$ cat config.mk
export PLATFORM = sky130hd
export DESIGN_NAME = cmd_ring_fetch
export DESIGN_NICKNAME = d
export VERILOG_FILES = /design/src/rtl/cmd_ring_pkg.sv /design/src/rtl/cmd_ring_regs.sv /design/src/rtl/cmd_ring_fetcher.sv /design/src/rtl/cmd_ring_fetch.sv
export SDC_FILE = /design/constraint.sdc
export NUM_CORES = 1
export LEC_CHECK = 0
export BUFFER_PORTS_ARGS = -buffer_cell sky130_fd_sc_hd__buf_2
export CORE_UTILIZATION = 43
export DETAILED_ROUTE_END_ITERATION = 7
export PLACE_DENSITY = 0.78
export SLEW_MARGIN = 20
export SYNTH_ARGS = -nofsm -noshare
export SYNTH_HDL_FRONTEND = slang
export SYNTH_SLANG_ARGS = --single-unit
$ cat constraint.sdc
create_clock -name clk -period 1.8 [get_ports clk]
set_input_delay 0.36 -clock clk [delete_from_list [all_inputs] [get_ports clk]]
set_output_delay 0.36 -clock clk [all_outputs]
set_load 0.01 [all_outputs]
$ cat src/rtl/cmd_ring_pkg.sv
package cmd_ring_pkg;

    typedef enum logic [1:0] {
        FS_IDLE = 2'd0,
        FS_READ = 2'd1,
        FS_SEND = 2'd2
    } fetch_state_e;

    localparam logic [1:0] REG_WPTR = 2'd0;
    localparam logic [1:0] REG_RPTR = 2'd1;
    localparam logic [1:0] REG_CTRL = 2'd2;
    localparam logic [1:0] REG_SIZE = 2'd3;

    localparam int RUN_BIT = 1;

endpackage

$ cat src/rtl/cmd_ring_regs.sv
module cmd_ring_regs
    import cmd_ring_pkg::*;
#(
    parameter int PTR_W = 8,
    parameter int REG_W = 16
) (
    input  logic             clk,
    input  logic             rst_n,
    input  logic             pwr_down,
    input  logic             reg_wr,
    input  logic [1:0]       reg_addr,
    input  logic [REG_W-1:0] reg_wdata,
    output logic [REG_W-1:0] reg_rdata,
    input  logic [PTR_W-1:0] rp,
    input  logic             busy,
    output logic [PTR_W-1:0] wp,
    output logic             run,
    output logic             rp_clr
);

    localparam int PAD_W = REG_W - PTR_W - 1;
    localparam int RST_BIT = REG_W - 1;

    typedef struct packed {
        logic [PTR_W-1:0] wp;
        logic             run;
        logic             rst_flag;
        logic [1:0]       size;
    } regs_t;

    regs_t r_q, r_d;

    logic wr_wp, wr_rp, wr_ctl, wr_size;

    always_comb begin
        wr_wp   = reg_wr && (reg_addr == REG_WPTR);
        wr_rp   = reg_wr && (reg_addr == REG_RPTR);
        wr_ctl  = reg_wr && (reg_addr == REG_CTRL);
        wr_size = reg_wr && (reg_addr == REG_SIZE);

        r_d = r_q;
        if (wr_wp)   r_d.wp       = reg_wdata[PTR_W-1:0];
        if (wr_rp)   r_d.rst_flag = reg_wdata[RST_BIT];
        if (wr_ctl)  r_d.run      = reg_wdata[RUN_BIT];
        if (wr_size) r_d.size     = reg_wdata[1:0];

        rp_clr = wr_rp && reg_wdata[RST_BIT];
    end

    always_ff @(posedge clk or negedge rst_n) begin
        if (!rst_n) r_q <= '0;
        else        r_q <= r_d;
    end

    always_comb begin
        reg_rdata = '0;
        if (pwr_down) begin
            reg_rdata = '1;
        end else begin
            case (reg_addr)
                REG_WPTR: reg_rdata[PTR_W-1:0] = r_q.wp;
                REG_RPTR: reg_rdata = {r_q.rst_flag, {PAD_W{1'b0}}, rp};
                REG_CTRL: reg_rdata[RUN_BIT] = r_q.run | busy;
                default:  reg_rdata[1:0] = r_q.size;
            endcase
        end
    end

    assign wp  = r_q.wp;
    assign run = r_q.run;

    AST_WP_UPPER_ZERO: assert property (@(posedge clk) disable iff (!rst_n)
        (!pwr_down && reg_addr == REG_WPTR) |-> (reg_rdata[REG_W-1:PTR_W] == '0));

    AST_STOP_READBACK: assert property (@(posedge clk) disable iff (!rst_n)
        (!pwr_down && reg_addr == REG_CTRL && busy) |-> reg_rdata[RUN_BIT]);

endmodule

$ cat src/rtl/cmd_ring_fetcher.sv
module cmd_ring_fetcher
    import cmd_ring_pkg::*;
#(
    parameter int PTR_W   = 8,
    parameter int DATA_W  = 32,
    parameter int CODEC_W = 4
) (
    input  logic               clk,
    input  logic               rst_n,
    input  logic               run,
    input  logic [PTR_W-1:0]   wp,
    input  logic               rp_clr,
    output logic [PTR_W-1:0]   rp,
    output logic               busy,
    output logic               mem_rd_en,
    output logic [PTR_W-1:0]   mem_rd_addr,
    input  logic [DATA_W-1:0]  mem_rd_data,
    output logic               cmd_valid,
    output logic [DATA_W-1:0]  cmd_data,
    output logic [CODEC_W-1:0] cmd_codec,
    input  logic               cmd_ready
);

    typedef struct packed {
        fetch_state_e      st;
        logic [PTR_W-1:0]  rp;
        logic [DATA_W-1:0] data;
    } fetch_t;

    fetch_t f_q, f_d;

    logic launch;

    always_comb begin
        f_d    = f_q;
        launch = 1'b0;
        case (f_q.st)
            FS_IDLE: begin
                if (run && (f_q.rp != wp) && !rp_clr) begin
                    launch = 1'b1;
                    f_d.st = FS_READ;
                end
            end
            FS_READ: begin
                f_d.data = mem_rd_data;
                f_d.st   = FS_SEND;
            end
            FS_SEND: begin
                if (cmd_ready) begin
                    f_d.rp = f_q.rp + 1'b1;
                    f_d.st = FS_IDLE;
                end
            end
            default: f_d.st = FS_IDLE;
        endcase
        if (rp_clr) f_d.rp = '0;
    end

    always_ff @(posedge clk or negedge rst_n) begin
        if (!rst_n) f_q <= '{st: FS_IDLE, rp: '0, data: '0};
        else        f_q <= f_d;
    end

    assign mem_rd_en   = launch;
    assign mem_rd_addr = f_q.rp + 1'b1;
    assign cmd_valid   = (f_q.st == FS_SEND);
    assign cmd_data    = f_q.data;
    assign cmd_codec   = f_q.data[DATA_W-1 -: CODEC_W];
    assign rp          = f_q.rp;
    assign busy        = (f_q.st != FS_IDLE);

    AST_NO_OVERTAKE: assert property (@(posedge clk) disable iff (!rst_n)
        mem_rd_en |-> (rp != wp));

    AST_RUN_GATE: assert property (@(posedge clk) disable iff (!rst_n)
        mem_rd_en |-> run);

    AST_VALID_HOLD: assert property (@(posedge clk) disable iff (!rst_n)
        (cmd_valid && !cmd_ready) |=> (cmd_valid && $stable(cmd_data)));

    AST_SINGLE_FLIGHT: assert property (@(posedge clk) disable iff (!rst_n)
        mem_rd_en |=> !mem_rd_en);

    AST_RP_CLEAR: assert property (@(posedge clk) disable iff (!rst_n)
        rp_clr |=> (rp == '0));

    AST_RP_STEP: assert property (@(posedge clk) disable iff (!rst_n)
        (cmd_valid && cmd_ready && !rp_clr) |=> (rp == $past(rp) + 1'b1));

endmodule

$ cat src/rtl/cmd_ring_fetch.sv
module cmd_ring_fetch
    import cmd_ring_pkg::*;
#(
    parameter int PTR_W   = 8,
    parameter int REG_W   = 16,
    parameter int DATA_W  = 32,
    parameter int CODEC_W = 4
) (
    input  logic               clk,
    input  logic               rst_n,
    input  logic               pwr_down,
    input  logic               reg_wr,
    input  logic [1:0]         reg_addr,
    input  logic [REG_W-1:0]   reg_wdata,
    output logic [REG_W-1:0]   reg_rdata,
    output logic               mem_rd_en,
    output logic [PTR_W-1:0]   mem_rd_addr,
    input  logic [DATA_W-1:0]  mem_rd_data,
    output logic               cmd_valid,
    output logic [DATA_W-1:0]  cmd_data,
    output logic [CODEC_W-1:0] cmd_codec,
    input  logic               cmd_ready
);

    logic [PTR_W-1:0] wp, rp;
    logic             run, rp_clr, busy;

    cmd_ring_regs #(.PTR_W(PTR_W), .REG_W(REG_W)) u_regs (
        .clk       (clk),
        .rst_n     (rst_n),
        .pwr_down  (pwr_down),
        .reg_wr    (reg_wr),
        .reg_addr  (reg_addr),
        .reg_wdata (reg_wdata),
        .reg_rdata (reg_rdata),
        .rp        (rp),
        .busy      (busy),
        .wp        (wp),
        .run       (run),
        .rp_clr    (rp_clr)
    );

    cmd_ring_fetcher #(.PTR_W(PTR_W), .DATA_W(DATA_W), .CODEC_W(CODEC_W)) u_fetch (
        .clk         (clk),
        .rst_n       (rst_n),
        .run         (run),
        .wp          (wp),
        .rp_clr      (rp_clr),
        .rp          (rp),
        .busy        (busy),
        .mem_rd_en   (mem_rd_en),
        .mem_rd_addr (mem_rd_addr),
        .mem_rd_data (mem_rd_data),
        .cmd_valid   (cmd_valid),
        .cmd_data    (cmd_data),
        .cmd_codec   (cmd_codec),
        .cmd_ready   (cmd_ready)
    );

endmodule

==> flow_metrics.py <==
metrics = {
    "grt": {
        "globalRouteTotalUtil": 0.1711,
        "grt_remaining_overflow": 0,
        "grt_start_max_net_pins": 55,
        "grt_pass1_wl_um": 9563,
        "antenna_found_initial": 0,
        "grt_pass1_vias": 2069,
    },
    "critical_path": {
        "arrival_ns": 1.90,
        "cp-start-kind": "flip-flop",
        "crit_type": "flip-flop to output pin",
        "required_ns": 1.44,
        "cp_max_fo": 2,
        "worstSetupEndpointType": "output pin",
    },
    "die": {
        "dieArea_um2": 6907,
        "pin_count": 117,
        "fp.dieH_um": 83.11,
        "start_util": 0.4455,
        "core.rowCount": 29,
        "dieWidth_um": 83.11,
        "design.core.area_um2": 6350,
    },
    "logic_synthesis": {
        "synth-edff-count": 0,
        "synthCells": 239,
        "synth.yosys.warnings": 0,
        "syn_area_um2": 2829,
        "synth-simple-area-share": 0.07298,
        "synth.avg_cell_area_um2": 11.84,
        "syn_nets": 295,
        "yosysSeqAreaShare": 0.4777,
        "yosysUniqueCellTypes": 34,
        "synth_xor_area_frac": 0.04954,
        "synth.area.mux_share": 0.2039,
        "synth_top_family_by_area": "multiplexers",
        "synth_async_sr_flop_share": 1.000,
        "synthAdderAreaFrac": 0.004423,
        "synth_compound_area_frac": 0.05352,
        "ys_seq_elements": 54,
        "synthFlopType": "dfrtp_1",
    },
    "run_status": {
        "failed_checks": "setup timing",
        "outcome": "finished, violations left",
    },
    "placement": {
        "finalWeightedCongestion": 0.8228,
        "place_inst": 386,
        "dp_hpwl_um": 3995,
        "port_buffers": 109,
    },
    "sta": {
        "setup_ws_ns": -0.4558,
        "rsz0062_at_grt": "true",
        "hold_viol": 0,
        "setup_viol": 5,
        "fin_worst_skew_ns": 0.006727,
        "maxSlewViolCount": 0,
        "min_period_ns": 2.256,
        "maxSlewHeadroom": 0.7560,
        "max_freq_ghz": 0.4433,
        "worst_slew_pin_slew_ns": 0.3660,
        "fin_crit_sh": 1.253,
        "setup_tns_ns": -0.7016,
    },
    "worst_hold_path": {
        "hold_path_class": "primary input to async pin",
    },
    "power_and_ir_drop": {
        "ir_drop_mv": 0.6272,
        "pwr-share-clk": 0.127,
        "seq_power_share": 0.396,
        "swShare": 0.3486,
        "powerDensity_nw_per_um2": 1377,
        "p_comb_frac": 0.477,
        "internal-power_mw": 3.230,
        "switching_power_mw": 1.729,
        "p_leak_nw": 1.770,
    },
    "cts": {
        "clock_path_buffers": 2,
        "cts_made_buffers": 5,
        "h-tree-depth": 2,
        "clock-sinks": 54,
        "tritoncts": "yes",
        "clkTransAtPathRegs_ns": 0.09,
        "clkLatencyLatePin_ns": 0.30,
        "cts_hold_buf": 0,
        "clockRootBuffer": "clkbuf_8",
    },
    "detailed_routing": {
        "drt-total-wl_um": 5842,
        "drt_first_iter_violations": 46,
        "drt-pass1-iter-count": 4,
        "vias_per_cell": 4.947,
        "drc": 0,
        "ant_nets": 0,
        "routedWlPerCell_um": 14.18,
        "vias": 2038,
    },
    "finish": {
        "multi_input_area_um2": 1217,
        "syn_to_final_growth_pct": 27.29,
        "diodes": 0,
        "drive_above_1_share": 0.6448,
        "n_fill_cell": 543,
        "final-seq-area_um2": 1356,
        "fin_nets": 391,
        "stdcell_count": 412,
    },
    "flow_run": {
        "drv_cap": 0,
    },
}
==> synth_stat cells (4+ instances only) <==
master / n / area share
o21bai_1: 6 / 0.016
mux2i_1: 7 / 0.025
clkbuf_1: 4 / 0.0053
o21ai_0: 4 / 0.0071
dfrtp_1: 54 / 0.48
buf_2: 9 / 0.016
nand3_1: 5 / 0.0088
nand2_1: 4 / 0.0053
a21oi_1: 6 / 0.011
nor2_1: 8 / 0.011
mux2_2: 43 / 0.17
buf_4: 43 / 0.11
xor2_1: 13 / 0.040
==> registers in the layout, indices dropped and copies added (netlist names) <==
name              count
u_fetch.cmd_data     32
u_fetch.f_q           2
u_fetch.rp            8
u_regs.r_q            3
u_regs.run            1
u_regs.wp             8
==> metal layers <==
metal	global-route usage	wire, um
met2	0.2921	2957
met5	0	0
met4	0.06270	121
met1	0.2120	2414
met3	0.03877	348
==> power groups by stage <==
stage / Combinational, mW / Clock, mW / Sequential [mW]
5_1_grt: 2.56 / 0.707 / 2.03
3_5_place_dp: 2.01 / 0 / 1.99
6_report: 2.36 / 0.631 / 1.96
2_1_floorplan: 1.81 / 0 / 1.92
3_3_place_gp: 1.97 / 0 / 1.95
4_1_cts: 2.23 / 0.657 / 1.97
==> cell usage in the layout, fill, tap and decap left out, types with 3 or more instances in the layout <==
cell,count
a21oi_1,5
buf_2,109
buf_4,30
buf_6,5
clkbuf_8,5
dfrtp_1,50
dfrtp_2,4
mux2_2,43
mux2i_1,7
nand2_1,3
nand3_4,3
nor2_1,4
nor2_4,3
o21ai_0,3
o21bai_1,6
or3_1,3
xor2_1,11
==> critical path, cell delays in order, from the launching register on <==
cell and delay, ns:
dfrtp_1 0.38, or3_1 0.38, mux4_2 0.46, or2_1 0.23
buf_2 0.14
==> worst paths after layout <==
kind | start | slack, ns | cells after the start | endpoint
setup / recovery | u_fetch.f_q[40] | -0.46 | 4 | reg_rdata[1]
hold / removal | rst_n | 0.03 | 2 | u_regs.wp[7]
setup reg to reg | u_fetch.f_q[40] | -0.01 | 6 | u_fetch.rp[5]
hold reg to reg | u_regs.r_q[2] | 0.50 | 1 | u_regs.r_q[2]
max in group asynchronous | rst_n | 1.51 | 2 | u_fetch.rp[6]
min in group clk | reg_wdata[4] | 0.28 | 2 | u_regs.wp[4]
==> repair_timing <==
| action | in CTS | in global routing |
|---|---|---|
| pin swaps | 8 | 14 |
| setup endpoints to repair | 8 | 10 |
| buffers inserted | 12 | 7 |
| gates resized for setup | 21 | 14 |
| endpoints found under the hold margin | 0 | 0 |
==> layout make-up <==
type / instances / area share
inverter: 2 / 0.002085
multi-input combinational: 127 / 0.3381
clock buffer: 7 / 0.02120
sequential: 54 / 0.3767
timing repair buffer: 145 / 0.2352
tap: 77 / 0.02675
==> through the flow <==
stage                 util  hold slack (ns)  power [mW]  instance area [um2]  worst slack (ns)
global route        0.5671          0.05479       5.303                 3601           -0.5101
floorplan                -          0.06441       3.731                 2829           0.02541
CTS                 0.5482          0.04453       4.857                 3481           -0.4674
finish              0.5671          0.03213       4.959                 3601           -0.4558
global placement    0.5084           0.3723       3.925                 3228          -0.09167
detailed placement  0.5084           0.3784       4.004                 3228           -0.1167
==> cell families (layout without fill, tap and decap cells) <==
| group | after synthesis | after routing |
|---|---|---|
| multiplexers | 51 | 51 |
| buffers and inverters | 58 | 154 |
| AO/OA/AOI/OAI | 23 | 23 |
| XOR/XNOR | 16 | 16 |
| adder cells (fa/ha/maj) | 1 | 1 |
| AND/OR/NAND/NOR | 36 | 36 |
| flip-flops | 54 | 54 |
(Power assumes the default switching activity.)
